File: src/rtl/wdog_pkg.sv
package wdog_pkg;
  typedef enum logic [1:0] {
    TRIP_NONE    = 2'd0,
    TRIP_TIMEOUT = 2'd1,
    TRIP_HALT    = 2'd2
  } trip_e;
endpackage

File: src/rtl/wdog_ctrl_reg.sv
module wdog_ctrl_reg #(
  parameter int CNT_W = 7
) (
  input  logic             clk,
  input  logic             rst,
  input  logic             clear,
  input  logic             wr_en,
  input  logic [CNT_W:0]   wr_data,
  input  logic             tick,
  output logic             armed,
  output logic [CNT_W-1:0] count
);
  always_ff @(posedge clk) begin
    if (rst || clear) begin
      armed <= 1'b0;
      count <= '1;
    end else if (wr_en) begin
      armed <= armed | wr_data[CNT_W];
      count <= wr_data[CNT_W-1:0];
    end else if (tick && armed) begin
      count <= count - 1'b1;
    end
  end
endmodule

File: src/rtl/wdog_trip.sv
module wdog_trip (
  input  logic armed,
  input  logic count_msb,
  input  logic halt_req,
  input  logic busy,
  output logic fire
);
  import wdog_pkg::*;
  trip_e cause;

  always_comb begin
    cause = TRIP_NONE;
    if (armed && !busy) begin
      if (halt_req)        cause = TRIP_HALT;
      else if (!count_msb) cause = TRIP_TIMEOUT;
    end
  end

  assign fire = (cause != TRIP_NONE);
endmodule

File: src/rtl/wdog_pulse.sv
module wdog_pulse #(
  parameter int PULSE_LEN = 4
) (
  input  logic clk,
  input  logic rst,
  input  logic fire,
  output logic active
);
  localparam int PCW = $clog2(PULSE_LEN + 1);
  logic [PCW-1:0] left_q;

  always_ff @(posedge clk) begin
    if (rst) begin
      active <= 1'b0;
      left_q <= '0;
    end else if (fire) begin
      active <= 1'b1;
      left_q <= PCW'(PULSE_LEN - 1);
    end else if (active) begin
      if (left_q == '0) active <= 1'b0;
      else              left_q <= left_q - 1'b1;
    end
  end
endmodule

File: src/rtl/wdog_top.sv
module wdog_top #(
  parameter int CNT_W     = 7,
  parameter int PULSE_LEN = 4
) (
  input  logic           clk,
  input  logic           rst,
  input  logic           wr_en,
  input  logic [CNT_W:0] wr_data,
  input  logic           tick,
  input  logic           halt_req,
  output logic [CNT_W:0] rd_data,
  output logic           wdg_rst
);
  logic             armed;
  logic [CNT_W-1:0] count;
  logic             fire;

  wdog_ctrl_reg #(.CNT_W(CNT_W)) u_reg (
    .clk(clk), .rst(rst), .clear(fire | wdg_rst),
    .wr_en(wr_en), .wr_data(wr_data), .tick(tick),
    .armed(armed), .count(count)
  );

  wdog_trip u_trip (
    .armed(armed), .count_msb(count[CNT_W-1]),
    .halt_req(halt_req), .busy(wdg_rst), .fire(fire)
  );

  wdog_pulse #(.PULSE_LEN(PULSE_LEN)) u_pulse (
    .clk(clk), .rst(rst), .fire(fire), .active(wdg_rst)
  );

  assign rd_data = {armed, count};
endmodule

File: config.mk
export PLATFORM = sky130hd
export DESIGN_NAME = wdog_top
export DESIGN_NICKNAME = d
export VERILOG_FILES = /design/src/rtl/wdog_pkg.sv /design/src/rtl/wdog_ctrl_reg.sv /design/src/rtl/wdog_trip.sv /design/src/rtl/wdog_pulse.sv /design/src/rtl/wdog_top.sv
export SDC_FILE = /design/constraint.sdc
export NUM_CORES = 1
export LEC_CHECK = 0
export BUFFER_PORTS_ARGS = -buffer_cell sky130_fd_sc_hd__buf_2
export CORE_AREA = 2 2 43 45
export CTS_CLUSTER_SIZE = 28
export DETAILED_ROUTE_END_ITERATION = 12
export DIE_AREA = 0 0 45 47
export PLACE_DENSITY = 0.7
export SKIP_CTS_REPAIR_TIMING = 1
export SLEW_MARGIN = 20
export SYNTH_ARGS = -nofsm -noshare
export SYNTH_HDL_FRONTEND = slang
export SYNTH_HIERARCHICAL = 1
export SYNTH_SLANG_ARGS = --single-unit
File: constraint.sdc
create_clock -name clk -period 1.6 [get_ports clk]
set_clock_uncertainty 0.2 [all_clocks]
set_input_delay 0.4 -clock clk [delete_from_list [all_inputs] [get_ports clk]]
set_output_delay 0.4 -clock clk [all_outputs]
set_load 0.005 [all_outputs]
==> results.sh, run 1 <==
export IMPL_outcome="complete, no violations"
export IMPL_grt_overflow=0
export IMPL_hpwl_mm=1.21
export IMPL_hold_violations=0
export IMPL_critPathMaxFanout=3
export IMPL_drt_pass1_iter_count=4
export IMPL_cts_tree="done"
export IMPL_syn_area_um2=683
export IMPL_yosysTopAreaCell="dfxtp_1"
export IMPL_io_pins=22
export IMPL_finalCritPeriodShare_pct=98.8
export IMPL_setup_ws_ns=0.0196
export IMPL_root_buffer="clkbuf_4"
export IMPL_synth_common_cells="dfxtp_1, nand2_1, nor3_1"
export IMPL_dp_cells=119
export IMPL_core_mm2=0.00165
export IMPL_cap_violations=0
export IMPL_synthAdderAreaFrac_pct=5.49
export IMPL_p_total_uw=729
export IMPL_power_density_mw_per_mm2=785
export IMPL_first_global_vias=584
export IMPL_yosysMostFrequentCell="dfxtp_1"
export IMPL_worstPathCellList="inv_1 -> ha_1 -> nand3_1 -> buf_4 -> nor4_1 -> nor3_2 -> o21ai_1"
export IMPL_synth_simple_area_share_pct=34.4
export IMPL_drt_initial_drc_count=23
export IMPL_dieArea_mm2=0.00212
export IMPL_via_per_inst=5.33
export IMPL_portBuffers=21
export IMPL_vias=655
export IMPL_cp_num_buf_inv=2
export IMPL_critPathCaptureType="flop"
export IMPL_syn_inst=73
export IMPL_numCtsBuffers=3
export IMPL_drc_errors=0
export IMPL_rows=15
export IMPL_antenna_found_initial=0
export IMPL_finalSetupViolCount=0
export IMPL_critical_path_top_delay_family="simple AND/OR/NAND/NOR gates"
export IMPL_regArea_um2=241
export IMPL_fin_nets=123
export IMPL_cp_arrival_ns=1.58
export IMPL_totalWireLength_mm=1.53
export IMPL_grt_max_degree=15
export IMPL_netlist_area_leader_share_pct=35.2
export IMPL_grt_pass1_wl_mm=2.44
export IMPL_cp_required_ns=1.60
export IMPL_synth_edf_count=0
export IMPL_clk_latency_ns=0.27
export IMPL_grt_total_usage_pct=16.0
export IMPL_die_h_um=47
export IMPL_htreeDepth=1
export IMPL_period_minus_slack_ns=1.58
export IMPL_multi_input_area_um2=434
export IMPL_clockBufferDepth=2
export IMPL_synth_compound_area_share_pct=14.1
export IMPL_cp_slowest_cell="dfxtp_1"
export IMPL_synth_top_family_by_area="simple AND/OR/NAND/NOR gates"
export IMPL_met3_length_um=67
export IMPL_yosysWarnings=6
export IMPL_routed_top_layer="met3"
export IMPL_clk_pin_slew_ns=0.07
export IMPL_wl_met1_um=653
export IMPL_wire_per_inst_um=12.5
export IMPL_nFillCells=169
export IMPL_worstMarginPinSlew_ns=0.380
export IMPL_place_gp_congestion=0.745
export IMPL_synth_area_leaders="dfxtp_1, ha_1, nor3_1"
export IMPL_synthXorXnorAreaFrac_pct=3.85
export IMPL_max_stage_delay_ns=0.32
export IMPL_synthMuxAreaShare_pct=2.93
export IMPL_max_freq_mhz=633
export IMPL_clock_sinks=12
export IMPL_cellLeakagePower_uw=0.000421
export IMPL_fp_dieW_um=45
export IMPL_synth_flop_cell="dfxtp_1"
export IMPL_critPathKind="reg2reg"
export IMPL_synth_fp_nets=89
export IMPL_num_antenna_cells=0
export IMPL_syn_area_per_cell_um2=9.36
export IMPL_dp_slack_ns=-0.0552
export IMPL_hold_path_class="in2reg"
export IMPL_wl_met2_um=812
export IMPL_ys_seq_area_share_pct=35.2
export IMPL_drive_gt1_share_pct=43.4
export IMPL_ir_worst_vdd_v=0.000626
export IMPL_max_slew_margin_pct=74.4
export IMPL_finalNonFillerCells=123
export IMPL_ys_ff_latch=12
export IMPL_start_util_pct=41.4
export IMPL_antenna_left=0
export IMPL_syn2layout_area_growth_pct=35.9
export IMPL_maxSlewViolCount=0
export IMPL_synth_cell_types=33
export IMPL_cp_start_kind="flop"
export IMPL_fin_util_pct=56.2
export IMPL_async_flop_share_pct=0
export IMPL_setup_tns_ns=0
[layout by cell type (no fill, tap or decap), types with 2 or more instances in the layout]
cell type and instances:
mux2i_1 2, xnor2_1 3, nand2_1 6, buf_2 21, inv_1 4, ha_1 3
a21oi_1 3, nor3_1 5, buf_4 10, nor2_1 4, clkbuf_4 3, and4b_1 2
dfxtp_1 11, nor2b_1 2, a211oi_1 2, nor4_1 2
[power by group]
part	switching [uW]	internal, uW	leakage [uW]
registers	15.1	319	0.0000984
clock network	98.9	138	0.0000210
logic	78.0	79.8	0.000302
[logic make-up (layout without fill, tap and decap cells)]
| group | Yosys count | in the layout |
|---|---|---|
| buffers and inverters | 6 | 39 |
| XOR/XNOR | 3 | 3 |
| multiplexers | 2 | 2 |
| flip-flops | 12 | 12 |
| adder cells (fa/ha/maj) | 3 | 3 |
| AO/OA/AOI/OAI | 13 | 13 |
| AND/OR/NAND/NOR | 34 | 34 |
[worst reg2reg max path: stages, from the launching register on]
cell and delay, ns:
dfxtp_1 0.32, inv_1 0.05, ha_1 0.13, nand3_1 0.12
buf_4 0.18, nor4_1 0.29, nor3_2 0.10, o21ai_1 0.12
[sequential cells by signal, indices dropped and copies added, names as in the netlist]
signal and cells:
u_reg/count 7, u_pulse/left_q 3, u_reg/armed 1, u_pulse/active 1
[final cells by class]
| type | instances | area share [%] |
|---|---|---|
| repair buffers | 31 | 19.4 |
| inverters | 4 | 1.62 |
| multi-input cells | 55 | 46.8 |
| well taps | 17 | 2.29 |
| clock buffers | 4 | 3.91 |
| flip-flops and latches | 12 | 26.0 |
[per-layer routing]
layer	track usage, %	vias up
li1	-	332
met5	0	-
met3	3.46	0
met4	7.06	0
met2	26.6	17
met1	20.1	306
[metrics by stage]
step / hold WS [ns] / area (um2)
floorplan: 0.272 / 691
global placement: 0.350 / 880
detailed placement: 0.378 / 880
CTS: 0.151 / 916
global route: 0.168 / 928
finish: 0.156 / 928
[path summary, 6_finish.rpt]
path	startpoint	to	slack, ns	depth (start not counted)
worst max-delay path	u_reg/count[0]$_SDFFE_PP1P_	u_reg/count[6]$_SDFFE_PP1P_	0.02	7
worst max register to register	u_reg/count[0]$_SDFFE_PP1P_	u_reg/count[6]$_SDFFE_PP1P_	0.02	7
worst min-delay path	wr_data[0]	u_reg/count[0]$_SDFFE_PP1P_	0.16	3
worst min register to register	u_reg/armed$_SDFFE_PP0P_	u_reg/armed$_SDFFE_PP0P_	0.38	2
Power figures use the tool's default switching activity.
==> inputs of run 2 (changes only) <==
- CORE_AREA: 2 2 43 45 -> 2 2 42 44
- CTS_BUF_LIST: not set -> sky130_fd_sc_hd__clkbuf_4 sky130_fd_sc_hd__clkbuf_8
- CTS_CLUSTER_SIZE: 28 -> not set
- DIE_AREA: 0 0 45 47 -> 0 0 44 46
- PLACE_DENSITY: 0.7 -> 0.73
==> run 2 against run 1 <==
- sequential share of layout area increased by 0.39 points
- via count is 1.5% lower
- critical path type unchanged
- wire length hardly changed
- combinational power about the same
- clock power grew 3%
- critical endpoint unchanged
- non-clock buffer count shrank 1
- final cell count decreased by 0.81%
==> results.sh, run 2 (synthesized netlist as in run 1, its figures left out) <==
export IMPL_outcome="complete, no violations"
export IMPL_start_util_pct=42.3
export IMPL_final_cell_mix="buf_2, dfxtp_1, buf_4, nand2_1, nor3_1"
export IMPL_endpoint="u_reg/count[6]$_SDFFE_PP1P_"
export IMPL_top_regs="u_reg/count: 7 flops, u_pulse/left_q: 3 flops"
export IMPL_antenna_left=0
export IMPL_grt_total_usage_pct=16.7
export IMPL_max_freq_mhz=634
export IMPL_drive_gt1_share_pct=41.9
export IMPL_critical_path_top_delay_family="simple AND/OR/NAND/NOR gates"
export IMPL_fin_util_pct=56.7
export IMPL_hold_depth=3
export IMPL_regArea_um2=241
export IMPL_finalNonFillerCells=122
export IMPL_hpwl_mm=1.19
export IMPL_hold_path_class="in2reg"
export IMPL_antenna_found_initial=0
export IMPL_ir_worst_vdd_v=0.000577
export IMPL_power_density_mw_per_mm2=804
export IMPL_ff2ff_setup_slack_ns=0.02
export IMPL_max_slew_margin_pct=75.2
export IMPL_critPathCaptureType="flop"
export IMPL_clk_pin_slew_ns=0.08
export IMPL_multi_input_area_um2=428
export IMPL_drt_initial_drc_count=10
export IMPL_place_gp_congestion=0.749
export IMPL_fp_dieW_um=44
export IMPL_nFillCells=148
export IMPL_cap_violations=0
export IMPL_dieArea_mm2=0.00202
export IMPL_worstPathCellList="or3_4 -> nor4_1 -> nor3_2 -> o21ai_1"
export IMPL_finalSetupViolCount=0
export IMPL_syn2layout_area_growth_pct=33.9
export IMPL_largest_reg_flops=7
export IMPL_period_minus_slack_ns=1.58
export IMPL_cp_slowest_cell="or3_4"
export IMPL_setup_worst_path_start="u_reg/count[3]$_SDFFE_PP1P_"
export IMPL_maxSlewViolCount=0
export IMPL_wire_per_inst_um=12.6
export IMPL_htreeDepth=1
export IMPL_cp_num_buf_inv=0
export IMPL_clockBufferDepth=2
export IMPL_vias=645
export IMPL_finalCritPeriodShare_pct=98.6
export IMPL_top_register="u_reg/count"
export IMPL_core_mm2=0.00161
export IMPL_portBuffers=21
export IMPL_hold_violations=0
export IMPL_num_antenna_cells=0
export IMPL_rr_startpoint="u_reg/count[3]$_SDFFE_PP1P_"
export IMPL_max_stage_delay_ns=0.41
export IMPL_critPathKind="reg2reg"
export IMPL_via_per_inst=5.29
export IMPL_hold_ws_ns=0.142
export IMPL_critPathMaxFanout=3
export IMPL_grt_overflow=0
export IMPL_die_h_um=46
export IMPL_clock_sinks=12
export IMPL_cp_arrival_ns=1.57
export IMPL_cp_start_kind="flop"
export IMPL_fin_nets=122
export IMPL_totalWireLength_mm=1.54
export IMPL_ff2ff_path_depth=4
export IMPL_grt_max_degree=15
export IMPL_clk_latency_ns=0.27
export IMPL_first_global_vias=602
export IMPL_root_buffer="clkbuf_4"
export IMPL_drt_pass1_iter_count=4
export IMPL_r2r_end="u_reg/count[6]$_SDFFE_PP1P_"
export IMPL_io_pins=22
export IMPL_final_common_cell="buf_2"
export IMPL_worstMarginPinSlew_ns=0.369
export IMPL_drc_errors=0
export IMPL_dp_cells=118
export IMPL_cellLeakagePower_uw=0.000416
export IMPL_grt_pass1_wl_mm=2.46
export IMPL_cts_tree="done"
export IMPL_numCtsBuffers=3
export IMPL_cp_required_ns=1.59
export IMPL_rows=15
export IMPL_cp_depth=4
## run 2: cell types whose count changed in the layout (fill, tap and decap cells not counted), sizes merged
cell	previous run	this run
buf	31	30
## run 2: per-layer routing
layer  part of all wire (%)  global-route usage (%)  vias up  wire length [um]
li1                       -                       -      328                 -
met3                    5.7                    2.38        2                88
met5                      0                       0        -                 0
met1                     45                    20.3      292               698
met4                   0.59                    9.09        0                 9
met2                     48                    28.2       23               740
## run 2: final cells by class
| type | count | area share, % |
|---|---|---|
| multi-input combinational | 55 | 46.8 |
| sequential | 12 | 26.4 |
| timing repair buffer | 30 | 18.9 |
| clock buffer | 4 | 3.97 |
| tap | 17 | 2.33 |
| inverter | 4 | 1.64 |
## run 2: worst min path at each step
stage | from | end | slack [ns]
3_3_place_gp | u_reg/armed$_SDFFE_PP0P_ | u_reg/armed$_SDFFE_PP0P_ | 0.36
6_report | wr_data[0] | u_reg/count[0]$_SDFFE_PP1P_ | 0.14
3_5_place_dp | u_reg/armed$_SDFFE_PP0P_ | u_reg/armed$_SDFFE_PP0P_ | 0.36
5_1_grt | wr_data[0] | u_reg/count[0]$_SDFFE_PP1P_ | 0.15
2_1_floorplan | rst | u_pulse/active$_SDFF_PP0_ | 0.27
4_1_cts | wr_data[5] | u_reg/count[5]$_SDFFE_PP1P_ | 0.14
## run 2: report_power, final
group,switching [uW],internal [uW]
sequential,15.6,319
combinational,77.4,79.5
clock,106,138
total,199,537
## run 2: worst register-to-register path, delay by kind of cell (launching register included)
kind             cells  cell delay (ns)
AND/OR/NAND/NOR      3             0.83
AO/OA/AOI/OAI        1             0.16
flip-flops           1             0.31
## run 2: metrics by stage
stage	setup slack [ns]	TNS [ns]	area [um2]	power [uW]
floorplan	0.0160	0	691	430
global placement	-0.0208	-0.0327	872	493
detailed placement	-0.0609	-0.224	872	498
CTS	0.0216	0	908	741
global route	-0.0279	-0.0279	915	773
finish	0.0231	0	915	735
==> inputs of run 3 (changes only) <==
- CORE_AREA: 2 2 42 44 -> 2 2 41 43
- DIE_AREA: 0 0 44 46 -> 0 0 43 45
- PLACE_DENSITY: 0.73 -> 0.72
- SYNTH_HIERARCHICAL: 1 -> not set
==> run 3 against run 2 <==
- the run now ends with negative setup slack left
- wire length down 15%
- synthesized cell count shrank 1.4%
- synthesized area fell by 8.2%
- power is 12% lower
- first-iteration DRC count is 90% lower
- clock-buffer cell count shrank 1
- global-route usage shrank 1.8 points
- sequential power up 1%
- critical path type unchanged
- critical endpoint is now u_reg.count[5]$_SDFFE_PP1P_
- largest power group unchanged
==> results.sh, run 3 <==
export IMPL_outcome="finished with violations"
export IMPL_violations="negative setup slack"
export IMPL_final_cell_mix="buf_2, dfxtp_1, nand2_1, inv_1, buf_4"
export IMPL_finalSetupViolCount=1
export IMPL_totalWireLength_mm=1.31
export IMPL_largest_reg_flops=7
export IMPL_clock_sinks=12
export IMPL_cp_required_ns=1.56
export IMPL_cellLeakagePower_uw=0.000361
export IMPL_async_flop_share_pct=0
export IMPL_core_mm2=0.00147
export IMPL_syn2layout_area_growth_pct=30.7
export IMPL_syn_inst=72
export IMPL_critPathCaptureType="flop"
export IMPL_dp_slack_ns=-0.0353
export IMPL_grt_overflow=0
export IMPL_maxSlewViolCount=0
export IMPL_dieArea_mm2=0.00194
export IMPL_hold_depth=3
export IMPL_fin_nets=117
export IMPL_drt_pass1_iter_count=4
export IMPL_syn_area_per_cell_um2=8.71
export IMPL_drt_initial_drc_count=1
export IMPL_yosysWarnings=0
export IMPL_cap_violations=0
export IMPL_ff2ff_setup_slack_ns=-0.004
export IMPL_antenna_left=0
export IMPL_power_density_mw_per_mm2=788
export IMPL_grt_total_usage_pct=14.9
export IMPL_via_per_inst=5.20
export IMPL_start_util_pct=42.6
export IMPL_ys_ff_latch=12
export IMPL_cp_arrival_ns=1.56
export IMPL_io_pins=22
export IMPL_syn_area_um2=627
export IMPL_first_global_vias=533
export IMPL_clk_latency_ns=0.26
export IMPL_portBuffers=21
export IMPL_grt_max_degree=14
export IMPL_r2r_end="u_reg.count[5]$_SDFFE_PP1P_"
export IMPL_synth_common_cells="dfxtp_1, nand2_1, inv_1"
export IMPL_place_gp_congestion=0.763
export IMPL_antenna_found_initial=0
export IMPL_cp_slowest_cell="or4_4"
export IMPL_max_slew_margin_pct=79.3
export IMPL_min_from="wr_data[2]"
export IMPL_yosysMostFrequentCell="dfxtp_1"
export IMPL_synth_area_leaders="dfxtp_1, xnor2_1, ha_1"
export IMPL_grt_pass1_wl_mm=2.08
export IMPL_hold_violations=0
export IMPL_top_regs="u_reg.count: 7 flops, u_pulse.left_q: 3 flops"
export IMPL_numCtsBuffers=3
export IMPL_ir_worst_vdd_v=0.000437
export IMPL_netlist_area_leader_share_pct=38.3
export IMPL_finalCritPeriodShare_pct=100
export IMPL_wire_per_inst_um=11.4
export IMPL_hold_ws_ns=0.151
export IMPL_critical_path_top_delay_family="simple AND/OR/NAND/NOR gates"
export IMPL_synth_flop_cell="dfxtp_1"
export IMPL_vias=598
export IMPL_hpwl_um=981
export IMPL_critPathMaxFanout=3
export IMPL_ff2ff_path_depth=4
export IMPL_drive_gt1_share_pct=39.4
export IMPL_yosysTopAreaCell="dfxtp_1"
export IMPL_num_antenna_cells=0
export IMPL_drc_errors=0
export IMPL_rows=14
export IMPL_period_minus_slack_ns=1.60
export IMPL_clockBufferDepth=2
export IMPL_cts_tree="done"
export IMPL_hold_path_class="in2reg"
export IMPL_htreeDepth=1
export IMPL_clk_pin_slew_ns=0.07
export IMPL_cp_start_kind="flop"
export IMPL_min_to="u_reg.count[2]$_SDFFE_PP1P_"
export IMPL_rsz0062_at_grt="yes"
export IMPL_worstMarginPinSlew_ns=0.308
export IMPL_rr_startpoint="u_reg.count[1]$_SDFFE_PP1P_"
export IMPL_final_common_cell="buf_2"
export IMPL_root_buffer="clkbuf_4"
export IMPL_cp_num_buf_inv=0
export IMPL_fp_dieW_um=43
export IMPL_setup_ws_ns=-0.00419
export IMPL_critPathKind="reg2reg"
export IMPL_worstPathCellList="or4_4 -> o31a_1 -> nor3_2 -> o21ai_1"
export IMPL_ys_seq_area_share_pct=38.3
export IMPL_die_h_um=45
export IMPL_max_stage_delay_ns=0.53
export IMPL_synth_edf_count=0
export IMPL_synth_fp_nets=88
export IMPL_synth_cell_types=25
export IMPL_top_register="u_reg.count"
export IMPL_setup_worst_path_start="u_reg.count[1]$_SDFFE_PP1P_"
export IMPL_max_freq_mhz=623
[run 3: power breakdown]
group,total (uW),switching (uW),internal (uW)
combinational,131,62.7,68.3
sequential,339,18.7,321
clock,176,88.8,86.8
[run 3: logic make-up after synthesis]
family | after synthesis | share of synthesized area (%)
AOI/OAI and AO/OA | 15 | 14.8
buffers and inverters | 9 | 6.78
xor gates and xnor gates | 6 | 8.38
and+or+nand+nor | 25 | 22.6
muxes | 2 | 3.19
DFF | 12 | 38.3
adders and majority gates | 3 | 5.99
[run 3: layer usage]
layer,up-vias,part of all wire (%),track usage (%)
li1,306,-,-
met1,271,46,16.2
met2,19,48,26.4
met3,2,4.4,4.80
met4,0,0.61,7.27
met5,-,0,0
[run 3: tightest hold or removal path, cell delays in order]
cell	delay, ns
buf_2	0.08
mux2i_1	0.05
nand2_1	0.06
[run 3: worst max path at each step]
stage / end / slack (ns) / cells past startpoint
after floorplan: u_reg.count[5]$_SDFFE_PP1P_ / -0.01 / 4
after CTS: u_reg.count[5]$_SDFFE_PP1P_ / -0.05 / 4
after global routing: u_reg.count[5]$_SDFFE_PP1P_ / -0.05 / 4
after global placement: u_reg.count[5]$_SDFFE_PP1P_ / 0.03 / 4
after detailed placement: u_reg.count[5]$_SDFFE_PP1P_ / -0.04 / 4
final: u_reg.count[5]$_SDFFE_PP1P_ / -0.004 / 4
[run 3: final cells by class]
class	count	area, um2
Fill cell	151	652
Multi-Input combinational cell	51	362
Tap cell	16	20.0
Timing Repair Buffer	27	150
Clock buffer	3	22.5
Sequential cell	12	243
Inverter	6	22.5
[run 3: through the flow]
step | std cells | power [uW] | cell area (um2) | setup TNS (ns) | util [%]
after floorplan | 72 | 415 | 628 | -0.0144 | -
after global placement | 112 | 470 | 778 | 0 | 52.9
after detailed placement | 112 | 473 | 778 | -0.0353 | 52.9
after CTS | 115 | 655 | 801 | -0.0457 | 54.4
after global routing | 115 | 696 | 820 | -0.0465 | 55.7
final | 115 | 646 | 820 | -0.00419 | 55.7
